<file path="config.mk">
export PLATFORM = sky130hd
export DESIGN_NAME = pit_coalesce
export DESIGN_NICKNAME = d
export VERILOG_FILES = /design/src/rtl/pit_pkg.sv /design/src/rtl/pit_ctrl.sv /design/src/rtl/pit_datapath.sv /design/src/rtl/pit_coalesce.sv
export SDC_FILE = /design/constraint.sdc
export NUM_CORES = 1
export LEC_CHECK = 0
export BUFFER_PORTS_ARGS = -buffer_cell sky130_fd_sc_hd__buf_4
export CORE_ASPECT_RATIO = 1.75
export CORE_UTILIZATION = 40
export DETAILED_ROUTE_END_ITERATION = 12
export GPL_TIMING_DRIVEN = 0
export SETUP_SLACK_MARGIN = 0.2
export SYNTH_ARGS = -nofsm -noshare
export SYNTH_HDL_FRONTEND = slang
export SYNTH_SLANG_ARGS = --single-unit
</file>
<file path="constraint.sdc">
create_clock -name clk -period 8.2 [get_ports clk]
set_input_delay 0.82 -clock clk [delete_from_list [all_inputs] [get_ports clk]]
set_output_delay 0.82 -clock clk [all_outputs]
set_load 0.005 [all_outputs]
</file>
<file path="src/rtl/pit_pkg.sv">
package pit_pkg;
  localparam int RATE_W = 4;
  localparam int LOG_W  = 4;

  typedef struct packed {
    logic fire;
    logic rdStatus;
    logic rateChange;
    logic clearCount;
  } pitStrobe_t;
endpackage

</file>
<file path="src/rtl/pit_ctrl.sv">
module pit_ctrl
  import pit_pkg::*;
#(
  parameter int TICK_W = 16
) (
  input  logic              clk,
  input  logic              rstN,
  input  logic              tickEn,
  input  logic [RATE_W-1:0] rateCode,
  input  logic              periodicOn,
  input  logic              statusRd,
  output pitStrobe_t        stb,
  output logic [LOG_W-1:0]  curLog,
  output logic [LOG_W-1:0]  prevLog
);
  logic [TICK_W-1:0] tickCount;
  logic [TICK_W-1:0] nextTick;
  logic [TICK_W-1:0] periodMask;
  logic [LOG_W-1:0]  storedLog;
  logic              enabled;

  function automatic logic [LOG_W-1:0] codeToLog(input logic [RATE_W-1:0] code);
    logic [RATE_W:0] adj;
    adj = (code < RATE_W'(3)) ? ({1'b0, code} + (RATE_W+1)'(7)) : {1'b0, code};
    return LOG_W'(adj - (RATE_W+1)'(1));
  endfunction

  assign enabled    = periodicOn && (rateCode != '0);
  assign curLog     = codeToLog(rateCode);
  assign prevLog    = storedLog;
  assign nextTick   = tickCount + TICK_W'(1);
  assign periodMask = (TICK_W'(1) << curLog) - TICK_W'(1);

  always_comb begin
    stb.fire       = tickEn && enabled && ((nextTick & periodMask) == '0);
    stb.rdStatus   = statusRd;
    stb.rateChange = enabled && (curLog != storedLog);
    stb.clearCount = !enabled;
  end

  always_ff @(posedge clk or negedge rstN) begin
    if (!rstN) begin
      tickCount <= '0;
      storedLog <= '0;
    end else begin
      if (tickEn) tickCount <= nextTick;
      if (enabled) storedLog <= curLog;
    end
  end
endmodule

</file>
<file path="src/rtl/pit_datapath.sv">
module pit_datapath
  import pit_pkg::*;
#(
  parameter int CNT_W = 32
) (
  input  logic             clk,
  input  logic             rstN,
  input  pitStrobe_t       stb,
  input  logic [LOG_W-1:0] curLog,
  input  logic [LOG_W-1:0] prevLog,
  input  logic             coalesceOn,
  input  logic             delivered,
  output logic [1:0]       flags,
  output logic             irq,
  output logic             ackPend,
  output logic [CNT_W-1:0] coalCount
);
  localparam logic [CNT_W-1:0] CNT_MAX = '1;

  logic [CNT_W-1:0] baseCount;
  logic [CNT_W-1:0] nextCount;
  logic [1:0]       flagsAfterRd;
  logic             keepOnRead;
  logic             incCount;
  logic             decCount;

  function automatic logic [CNT_W-1:0] rescale(input logic [CNT_W-1:0] c,
                                               input logic [LOG_W-1:0] oldL,
                                               input logic [LOG_W-1:0] newL);
    logic [2*CNT_W-1:0] wide;
    if (newL >= oldL) return c >> (newL - oldL);
    wide = {{CNT_W{1'b0}}, c} << (oldL - newL);
    if (wide[2*CNT_W-1:CNT_W] != '0) return CNT_MAX;
    return wide[CNT_W-1:0];
  endfunction

  always_comb begin
    baseCount    = stb.rateChange ? rescale(coalCount, prevLog, curLog) : coalCount;
    keepOnRead   = stb.rdStatus && (coalCount != '0);
    flagsAfterRd = (stb.rdStatus && !keepOnRead) ? 2'b00 : flags;
    incCount     = stb.fire && coalesceOn && (flagsAfterRd != 2'b00);
    decCount     = ackPend && delivered && (baseCount != '0);
    nextCount    = baseCount;
    if (incCount && !decCount && baseCount != CNT_MAX) nextCount = baseCount + CNT_W'(1);
    if (decCount && !incCount) nextCount = baseCount - CNT_W'(1);
    if (stb.clearCount) nextCount = '0;
  end

  always_ff @(posedge clk or negedge rstN) begin
    if (!rstN) begin
      flags     <= 2'b00;
      irq       <= 1'b0;
      ackPend   <= 1'b0;
      coalCount <= '0;
    end else begin
      flags     <= stb.fire ? 2'b11 : flagsAfterRd;
      if (stb.fire) irq <= 1'b1;
      else if (stb.rdStatus) irq <= keepOnRead;
      ackPend   <= keepOnRead;
      coalCount <= nextCount;
    end
  end
endmodule

</file>
<file path="src/rtl/pit_coalesce.sv">
module pit_coalesce
  import pit_pkg::*;
#(
  parameter int TICK_W = 16,
  parameter int CNT_W  = 32
) (
  input  logic        clk,
  input  logic        rstN,
  input  logic        tickEn,
  input  logic [3:0]  rateCode,
  input  logic        periodicOn,
  input  logic        coalesceOn,
  input  logic        statusRd,
  input  logic        delivered,
  output logic [7:0]  statusData,
  output logic        irqOut
);
  pitStrobe_t       stb;
  logic [LOG_W-1:0] curLog;
  logic [LOG_W-1:0] prevLog;
  logic [1:0]       flags;
  logic             ackPend;
  logic [CNT_W-1:0] coalCount;

  pit_ctrl #(.TICK_W(TICK_W)) u_ctrl (
    .clk(clk), .rstN(rstN), .tickEn(tickEn), .rateCode(rateCode),
    .periodicOn(periodicOn), .statusRd(statusRd),
    .stb(stb), .curLog(curLog), .prevLog(prevLog)
  );

  pit_datapath #(.CNT_W(CNT_W)) u_dp (
    .clk(clk), .rstN(rstN), .stb(stb), .curLog(curLog), .prevLog(prevLog),
    .coalesceOn(coalesceOn), .delivered(delivered),
    .flags(flags), .irq(irqOut), .ackPend(ackPend), .coalCount(coalCount)
  );

  assign statusData = {flags, 6'b000000};
endmodule

</file>
==> results.sh, run 1 <==
export IMPL_cts_root_to_sink_buffers=2
export IMPL_commonest_non_fill_non_tap_cell_in_the_layout="nand2_1"
export IMPL_dieHeight_um=199.8
export IMPL_grt_util_all_layers_pct=34.20
export IMPL_finalCritPeriodShare_pct=94.74
export IMPL_antenna_cells_inserted=0
export IMPL_cell_count_after_synthesis=1114
export IMPL_period_minus_slack_ns=7.769
export IMPL_timing_critical_path_to_type="flop"
export IMPL_remaining_antenna_violation_count=0
export IMPL_starting_density_of_the_core_pct=40.69
export IMPL_yosys_warnings=0
export IMPL_grt_max_degree=57
export IMPL_first_global_vias=9309
export IMPL_vias_per_cell=6.577
export IMPL_tritoncts_num_sinks=56
export IMPL_cts_root_buf="clkbuf_16"
export IMPL_most_used_cells_in_the_layout_excluding_fill_and_tap_cells="125 x nand2_1, 81 x mux2i_1, 78 x nor2_1"
export IMPL_timing_setup_critical_path_class="primary input to flop"
export IMPL_fin_worst_skew_ns=0.009600
export IMPL_detail_route_first_pass_iterations=5
export IMPL_netlist_top_cell_by_area="dfrtp_1"
export IMPL_min_delay_start="u_ctrl.tickCount[4]$_DFFE_PN0P_"
export IMPL_dominantRegCellSynth="dfrtp_1"
export IMPL_critical_path_arrival_ns=8.00
export IMPL_irDropWorstVdd_mv=0.1486
export IMPL_io_buffer_count=10
export IMPL_setup_worst_path_start="rateCode[2]"
export IMPL_timing_rr_start="u_ctrl.prevLog[1]$_DFFE_PN0P_"
export IMPL_cts_tree="done"
export IMPL_asyncSetResetFlopFracSynth_pct=100.0
export IMPL_required_ns=8.43
export IMPL_dp_hpwl_um=30710
export IMPL_number_of_max_capacitance_violations_reported=0
export IMPL_worstPathMaxFanout=10
export IMPL_detail_route_wirelength_um=38920
export IMPL_detailedRoute_firstIterationViolations=785
export IMPL_final_layout_size_suffix_gt1_share_pct=20.36
export IMPL_syn_area_um2=8944
export IMPL_numCtsBuffers=5
export IMPL_crit_path_start_kind="primary input"
export IMPL_crit_buf_inv=9
export IMPL_wl_per_cell_um=26.75
export IMPL_drcViolationCount=0
export IMPL_place_ws_ns=-1.197
export IMPL_power_density_nw_per_um2=384.3
export IMPL_maximum_level_of_the_cts_h_tree=2
export IMPL_seq_area_frac_synth_pct=15.67
export IMPL_worst_setup_hold_path_clk_slew_ns=0.08
export IMPL_avgSynthCellArea_um2=8.028
export IMPL_max_slew_margin_vs_limit_pct=19.49
export IMPL_vias=9569
export IMPL_worst_path_max_delay_cell="or3_1"
export IMPL_status="finished, final reports clean"
export IMPL_overflow=0
export IMPL_maxClockFrequency_ghz=0.1287
export IMPL_cp_slowest_stage_delay_ns=0.45
export IMPL_total_die_area_um2=22990
export IMPL_synth_area_leaders="dfrtp_1 16%, mux2i_1 9.4%, mux4_2 7.6%"
export IMPL_postLayoutSetupSlackWorst_ns=0.4314
export IMPL_synth_ff_latch_count=56
export IMPL_gpl_wtd_cong=1.038
export IMPL_placed_cells=1426
export IMPL_flow_area_growth_from_synthesis_pct=12.66
export IMPL_clock_insertion_delay_worst_skew_ns=0.32
export IMPL_design_core_area_um2=21980
export IMPL_worst_hold_path_type="flop to flop"
export IMPL_io_pins=20
export IMPL_rows=72
export IMPL_critical_path_top_delay_family="simple AND/OR/NAND/NOR gates"
export IMPL_worst_pin_slew_ns=1.197
export IMPL_report_final_setup_viol=0
export IMPL_static_leakage_power_nw=3.907
export IMPL_antenna_found_initial=0
export IMPL_final_count_of_pins_violating_max_slew=0
export IMPL_holdWs_ns=0.5090
export IMPL_totalPowerFinal_mw=3.873
export IMPL_final_hold_viol_count=0
export IMPL_synth_lib_cells_used_distinct=110
export IMPL_stdcell_count=1455
export IMPL_dieWidth_um=115.0
export IMPL_setup_repair_after_global_routing_missed_its_margin="true"
export IMPL_synth_edff_count=0
export IMPL_grt_pass1_wl_um=56920
export IMPL_proportion_of_netlist_area_held_by_the_largest_area_contributor_pct=15.67
export IMPL_fin_nets=1189
cells by family (layout without fill, tap and decap cells):
group / Yosys count / in the layout / synth area share (%)
flip-flops: 56 / 56 / 15.67
AO/OA/AOI/OAI: 292 / 292 / 23.88
XOR/XNOR: 44 / 44 / 4.519
other: 1 / 6 / 0.04193
multiplexers: 140 / 140 / 20.23
AND/OR/NAND/NOR: 437 / 437 / 26.23
buffers and inverters: 124 / 164 / 6.547
adder cells (fa/ha/maj): 20 / 20 / 2.882
area by class of cell:
| class | count | area (µm²) |
|---|---|---|
| multi-input cells | 939 | 7283 |
| repair buffers | 32 | 250.2 |
| clock inverters | 3 | 28.78 |
| fillers | 2305 | 11910 |
| clock buffers | 5 | 125.1 |
| inverters | 32 | 120.1 |
| flip-flops and latches | 56 | 1401 |
| well taps | 296 | 370.4 |
| plain buffers | 92 | 496.7 |
synth_stat cells (all sizes together) (30+ instances only):
cell type,instances
nand3,31
nor2,80
dfrtp,56
clkbuf,48
buf,44
nor3,39
mux4,30
nand2,128
inv,32
o21ai,57
a21oi,63
xnor2,30
mux2i,84
sequential cells by signal (all words and copies together) (netlist names):
name and count:
u_ctrl.prevLog 4, u_ctrl.tickCount 16, u_dp.ackPend 1, u_dp.coalCount 32, u_dp.flags 2, u_dp.irq 1
worst register-to-register path, stage by stage (launching register included):
cell and delay, ns:
dfrtp_1 0.49, inv_1 0.08, ha_1 0.35, ha_1 0.41, buf_6 0.19, buf_4 0.21
nor3b_1 0.19, o21ai_0 0.12, o21ai_0 0.42, and3_1 0.47, o21a_2 0.30, o211ai_1 0.13
a32o_1 0.32, inv_1 0.14, ha_1 0.29, o21ai_0 0.23, nor3_1 0.28, and4_1 0.30
a21oi_2 0.14, buf_2 0.27, or2_1 0.33, o22ai_1 0.22, mux2i_1 0.25
per-layer routing:
| layer | GRT usage [%] | wire length [µm] | part of all wire, % |
|---|---|---|---|
| met5 | 0 | 0 | 0 |
| met4 | 29.92 | 3790 | 9.7 |
| met3 | 2.566 | 1924 | 4.9 |
| met2 | 63.59 | 20390 | 52 |
| met1 | 33.69 | 12820 | 33 |
where the power goes:
part           leakage (nW)  switching [mW]  internal, mW
clock network        0.0767           0.121         0.118
logic                  3.10            1.99          1.17
registers             0.729           0.122         0.353
repair_timing:
item	in CTS	in global routing
pin swaps	1	10
endpoints found under the setup margin	32	31
setup buffers	1	20
gates resized for setup	24	53
hold buffers	0	0
stage by stage:
step                      setup TNS, ns  instance area [µm²]  util [%]
after global placement           -24.87                 9408     42.80
after floorplan                       0                 8962         -
final                                 0                10080     45.84
after global routing                  0                10080     45.84
after detailed placement         -27.71                 9413     42.82
after CTS                             0                 9687     44.07
worst paths after layout:
path                       cells past startpoint                               to  slack, ns
setup / recovery                              30      u_dp.coalCount[4]$_DFF_PN0_       0.43
setup reg to reg                              22      u_dp.coalCount[4]$_DFF_PN0_       1.99
hold reg to reg                                1  u_ctrl.tickCount[4]$_DFFE_PN0P_       0.51
max in group asynchronous                      1     u_dp.coalCount[26]$_DFF_PN0_       7.12
hold / removal                                 1  u_ctrl.tickCount[4]$_DFFE_PN0P_       0.51
min in group asynchronous                      1      u_dp.coalCount[0]$_DFF_PN0_       0.55
Power figures use the tool's default switching activity.
==> run 2: changes to the inputs <==
- CORE_UTILIZATION: 40 -> 35
- REMOVE_ABC_BUFFERS: not set -> 1
==> run 2 against run 1 <==
Against the previous run: wire length down 15%; worst hold slack got worse by 0.026 ns; sequential share of layout area is 0.51 points higher; critical endpoint is now u_dp.coalCount[27]$_DFF_PN0_; total power shrank 7.7%; first-iteration DRC count decreased by 11%; largest cell class unchanged; critical path depth shrank 5; final area down 3.5%; count of clock-buffer cells in the layout grew 2; largest power group unchanged; core utilization shrank 7.2 points; via count fell by 5.2%.
==> results.sh, run 2 (same netlist as run 1, synthesis figures left out) <==
export IMPL_worstPathMaxFanout=44
export IMPL_timing_rr_start="u_ctrl.prevLog[1]$_DFFE_PN0P_"
export IMPL_grt_pass1_wl_um=51230
export IMPL_io_buffer_count=13
export IMPL_tritoncts_num_sinks=56
export IMPL_detail_route_wirelength_um=32930
export IMPL_final_layout_size_suffix_gt1_share_pct=17.44
export IMPL_dp_hpwl_um=24500
export IMPL_first_global_vias=9066
export IMPL_required_ns=8.38
export IMPL_period_minus_slack_ns=7.805
export IMPL_top_register="u_dp.coalCount"
export IMPL_remaining_antenna_violation_count=0
export IMPL_timing_setup_critical_path_class="primary input to flop"
export IMPL_wl_per_cell_um=23.62
export IMPL_grt_max_degree=62
export IMPL_final_count_of_pins_violating_max_slew=0
export IMPL_rows=77
export IMPL_fin_nets=1108
export IMPL_detail_route_first_pass_iterations=5
export IMPL_max_slew_margin_vs_limit_pct=36.59
export IMPL_numCtsBuffers=5
export IMPL_placed_cells=1366
export IMPL_crit_path_start_kind="primary input"
export IMPL_fin_worst_skew_ns=0.008213
export IMPL_crit_path_frequent_cell="ha_1"
export IMPL_status="finished, final reports clean"
export IMPL_largest_reg_flops=32
export IMPL_final_hold_viol_count=0
export IMPL_worst_setup_hold_path_clk_slew_ns=0.07
export IMPL_io_pins=20
export IMPL_vias_per_cell=6.508
export IMPL_critical_path_arrival_ns=7.99
export IMPL_commonest_non_fill_non_tap_cell_in_the_layout="nand2_1"
export IMPL_design_core_area_um2=25150
export IMPL_maximum_level_of_the_cts_h_tree=2
export IMPL_total_die_area_um2=26220
export IMPL_antenna_cells_inserted=0
export IMPL_most_used_cells_in_the_layout_excluding_fill_and_tap_cells="125 x nand2_1, 84 x mux2i_1, 77 x nor2_1"
export IMPL_postLayoutSetupSlackWorst_ns=0.3953
export IMPL_clock_insertion_delay_worst_skew_ns=0.31
export IMPL_cp_slowest_stage_delay_ns=0.54
export IMPL_totalPowerFinal_mw=3.575
export IMPL_power_density_nw_per_um2=367.7
export IMPL_filler_cell_count=2545
export IMPL_setup_repair_after_global_routing_missed_its_margin="false"
export IMPL_report_final_setup_viol=0
export IMPL_cts_tree="done"
export IMPL_dieHeight_um=213.5
export IMPL_worst_pin_slew_ns=0.9511
export IMPL_setup_worst_path_start="rateCode[0]"
export IMPL_worst_path_max_delay_cell="or4b_4"
export IMPL_place_ws_ns=-1.788
export IMPL_number_of_max_capacitance_violations_reported=0
export IMPL_grt_util_all_layers_pct=25.70
export IMPL_cts_root_buf="clkbuf_16"
export IMPL_dieWidth_um=122.8
export IMPL_static_leakage_power_nw=3.656
export IMPL_timing_critical_path_to_type="flop"
export IMPL_irDropWorstVdd_mv=0.1966
export IMPL_drcViolationCount=0
export IMPL_maxClockFrequency_ghz=0.1281
export IMPL_flow_area_growth_from_synthesis_pct=8.688
export IMPL_vias=9072
export IMPL_starting_density_of_the_core_pct=35.57
export IMPL_gpl_wtd_cong=0.9921
export IMPL_min_delay_start="u_ctrl.prevLog[3]$_DFFE_PN0P_"
export IMPL_detailedRoute_firstIterationViolations=695
export IMPL_holdWs_ns=0.4830
export IMPL_antenna_found_initial=0
export IMPL_finalCritPeriodShare_pct=95.18
export IMPL_stdcell_count=1394
export IMPL_cts_root_to_sink_buffers=2
export IMPL_overflow=0
export IMPL_worst_hold_path_type="flop to flop"
-- run 2: cell types whose count changed in the layout (fill, tap and decap cells not counted), moves of 5 or more --
cell      change
clkbuf_2     -13
buf_4        -15
buf_2        -16
clkbuf_4      -5
buf_8         +5
clkbuf_1     -33
-- run 2: layout make-up --
cell class | count | area [µm²] | share of cell area, %
clock buffer | 7 | 142.6 | 1.467
sequential | 56 | 1401 | 14.42
tap | 316 | 395.4 | 4.067
clock inverter | 1 | 7.507 | 0.07723
inverter | 32 | 123.9 | 1.274
multi-input combinational | 941 | 7243 | 74.51
timing repair buffer | 41 | 406.6 | 4.183
-- run 2: per-layer routing --
| metal | routed length [µm] | share of wire (%) | GRT usage [%] |
|---|---|---|---|
| met3 | 1751 | 5.3 | 1.888 |
| met1 | 11030 | 34 | 26.25 |
| met4 | 3109 | 9.4 | 21.99 |
| met5 | 0 | 0 | 0 |
| met2 | 17040 | 52 | 46.65 |
-- run 2: worst max-delay path: cells and delay by family --
kind / cells / cell delay, ns
and+or+nand+nor: 5 / 2.11
adders and majority gates: 5 / 1.76
AOI/OAI and AO/OA: 7 / 1.62
muxes: 3 / 0.82
buffers and inverters: 4 / 0.58
xor gates and xnor gates: 1 / 0.21
-- run 2: what timing repair did --
item,in CTS,in global routing
hold buffers,0,0
setup endpoints to repair,32,32
buffers inserted,8,10
endpoints found under the hold margin,0,0
pin swaps,4,4
gates cloned,2,0
resized for setup,21,10
-- run 2: metrics by stage --
stage	util (%)	setup TNS, ns	area [µm²]
after CTS	38.15	0	9594
after global routing	38.66	0	9721
after global placement	35.75	-93.75	8990
after floorplan	-	-0.4560	8497
after detailed placement	36.79	-46.22	9251
final	38.66	0	9721
-- run 2: worst paths after layout --
kind	to	slack (ns)	cells past startpoint
max	u_dp.coalCount[27]$_DFF_PN0_	0.40	25
min	u_ctrl.prevLog[3]$_DFFE_PN0P_	0.48	2
max reg2reg	u_dp.coalCount[27]$_DFF_PN0_	1.87	20
min reg2reg	u_ctrl.prevLog[3]$_DFFE_PN0P_	0.48	2
max in group asynchronous	u_ctrl.tickCount[0]$_DFFE_PN0P_	7.10	1
min in group asynchronous	u_dp.coalCount[8]$_DFF_PN0_	0.56	1
-- run 2: where the power goes --
part	internal [mW]	switching (mW)
clock	0.122	0.105
sequential	0.352	0.202
combinational	1.09	1.70
total	1.56	2.01
==> run 3: changes to the inputs <==
- GPL_TIMING_DRIVEN: 0 -> 1
==> run 3 against run 2 <==
Against the previous run: combinational power decreased by 3%; worst setup slack gained 0.24 ns; clock skew increased by 0.0035 ns; first-iteration DRC count down 18%; sequential power grew 3%; clock power barely moved; via count grew 0.72%; largest cell class unchanged.
==> results.sh, run 3 (same netlist as run 1, synthesis figures left out) <==
export IMPL_design_core_area_um2=25150
export IMPL_largest_reg_flops=32
export IMPL_final_layout_size_suffix_gt1_share_pct=16.41
export IMPL_cts_tree="done"
export IMPL_rows=77
export IMPL_numCtsBuffers=5
export IMPL_filler_cell_count=2599
export IMPL_static_leakage_power_nw=3.671
export IMPL_global_route_layer_with_the_greatest_usage="met2"
export IMPL_fin_worst_skew_ns=0.01168
export IMPL_cts_root_to_sink_buffers=2
export IMPL_antenna_found_initial=0
export IMPL_place_ws_ns=0.3894
export IMPL_total_die_area_um2=26220
export IMPL_timing_setup_critical_path_class="primary input to flop"
export IMPL_wl_per_cell_um=23.88
export IMPL_crit_path_frequent_cell="ha_1"
export IMPL_remaining_antenna_violation_count=0
export IMPL_worst_path_max_delay_cell="ha_2"
export IMPL_number_of_max_capacitance_violations_reported=0
export IMPL_worst_hold_path_type="flop to flop"
export IMPL_irDropWorstVdd_mv=0.2034
export IMPL_required_ns=8.44
export IMPL_crit_path_start_kind="primary input"
export IMPL_max_slew_margin_vs_limit_pct=32.96
export IMPL_totalNegativeSetupSlack_ns=0
export IMPL_starting_density_of_the_core_pct=35.57
export IMPL_critical_path_arrival_ns=7.80
export IMPL_gpl_wtd_cong=1.002
export IMPL_final_hold_viol_count=0
export IMPL_vias=9137
export IMPL_io_pins=20
export IMPL_worst_setup_hold_path_clk_slew_ns=0.08
export IMPL_dp_hpwl_um=26420
export IMPL_timing_critical_path_to_type="flop"
export IMPL_grt_pass1_wl_um=51790
export IMPL_first_global_vias=9020
export IMPL_dieWidth_um=122.8
export IMPL_grt_max_degree=57
export IMPL_grt_met2_usage_pct=47.58
export IMPL_period_minus_slack_ns=7.561
export IMPL_grt_util_all_layers_pct=26.20
export IMPL_globalRouteMet1Util_pct=27.87
export IMPL_cp_cell_sequence="buf_4 -> ha_1 -> nor3_1 -> xnor2_1 -> ha_1 -> inv_1 -> ha_1 -> ha_2 -> mux2_2 -> mux2_2 -> or4b_4 -> a21oi_4 -> o21ai_2 -> nor3_1 -> a2bb2oi_1 -> nand2_1 -> nor4_4 -> a21oi_4 -> o21ai_1 -> a21boi_1 -> mux2i_1"
export IMPL_detail_route_first_pass_iterations=7
export IMPL_power_density_nw_per_um2=367.9
export IMPL_cts_root_buf="clkbuf_16"
export IMPL_maxClockFrequency_ghz=0.1323
export IMPL_drcViolationCount=0
export IMPL_maximum_level_of_the_cts_h_tree=2
export IMPL_worst_pin_slew_ns=1.002
export IMPL_detailedRoute_firstIterationViolations=570
export IMPL_io_buffer_count=13
export IMPL_cp_slowest_stage_delay_ns=0.63
export IMPL_status="finished, final reports clean"
export IMPL_tritoncts_num_sinks=56
export IMPL_most_used_cells_in_the_layout_excluding_fill_and_tap_cells="127 x nand2_1, 84 x mux2i_1, 79 x nor2_1"
export IMPL_totalPowerFinal_mw=3.516
export IMPL_share_of_the_core_filled_with_cells_pct=38.01
export IMPL_clock_insertion_delay_worst_skew_ns=0.31
export IMPL_holdWs_ns=0.4865
export IMPL_fin_nets=1121
export IMPL_detail_route_wirelength_um=33600
export IMPL_dieHeight_um=213.5
export IMPL_final_count_of_pins_violating_max_slew=0
export IMPL_postLayoutSetupSlackWorst_ns=0.6390
export IMPL_setup_repair_after_global_routing_missed_its_margin="false"
export IMPL_report_final_setup_viol=0
export IMPL_finalCritPeriodShare_pct=92.21
export IMPL_overflow=0
export IMPL_worstPathMaxFanout=20
export IMPL_top_register="u_dp.coalCount"
export IMPL_commonest_non_fill_non_tap_cell_in_the_layout="nand2_1"
export IMPL_vias_per_cell=6.494
export IMPL_flow_area_growth_from_synthesis_pct=6.869
export IMPL_antenna_cells_inserted=0
export IMPL_met3_usage_in_global_routing_pct=2.287
==> run 3: cell type report <==
type	count	area [µm²]	share of cell area [%]
multi-input cells	939	7063	73.90
clock inverters	2	16.27	0.1702
flip-flops and latches	56	1401	14.66
inverters	32	120.1	1.257
repair buffers	56	432.9	4.529
clock buffers	6	128.9	1.348
well taps	316	395.4	4.137
==> run 3: timing repair <==
item                       in CTS  in global routing
resized for setup               0                  1
setup endpoints to repair       0                  1
hold buffers                    0                  0
buffers inserted                0                  0
==> run 3: power breakdown <==
| part | switching [mW] | internal [mW] |
|---|---|---|
| logic | 1.67 | 1.06 |
| clock network | 0.110 | 0.114 |
| registers | 0.216 | 0.352 |
| total | 1.99 | 1.52 |
==> run 3: critical path, delay by kind of cell <==
family	cells	cell delay (ns)
multiplexers	3	0.88
buffers and inverters	2	0.19
XOR/XNOR	1	0.25
AND/OR/NAND/NOR	5	1.83
AO/OA/AOI/OAI	6	2.11
adder cells (fa/ha/maj)	4	1.70
==> run 3: per-layer routing <==
layer / up-vias / share of wire (%)
li1: 4144 / -
met1: 4435 / 35
met2: 424 / 53
met3: 134 / 4.5
met4: 0 / 7.6
met5: - / 0
==> run 3: final timing paths <==
path | startpoint | endpoint | slack (ns) | cells after the start
min in group asynchronous | rstN | u_dp.coalCount[5]$_DFF_PN0_ | 0.56 | 1
min reg2reg | u_ctrl.prevLog[3]$_DFFE_PN0P_ | u_ctrl.prevLog[3]$_DFFE_PN0P_ | 0.49 | 2
max in group asynchronous | rstN | u_ctrl.tickCount[0]$_DFFE_PN0P_ | 7.09 | 1
max reg2reg | u_ctrl.prevLog[1]$_DFFE_PN0P_ | u_dp.coalCount[26]$_DFF_PN0_ | 2.10 | 16
min | u_ctrl.prevLog[3]$_DFFE_PN0P_ | u_ctrl.prevLog[3]$_DFFE_PN0P_ | 0.49 | 2
max | rateCode[0] | u_dp.coalCount[26]$_DFF_PN0_ | 0.64 | 21
==> run 3: through the flow <==
stage | instance area, µm² | cells
floorplan | 8497 | 1027
global placement | 9405 | 1399
detailed placement | 9405 | 1399
CTS | 9550 | 1407
global route | 9558 | 1407
finish | 9558 | 1407
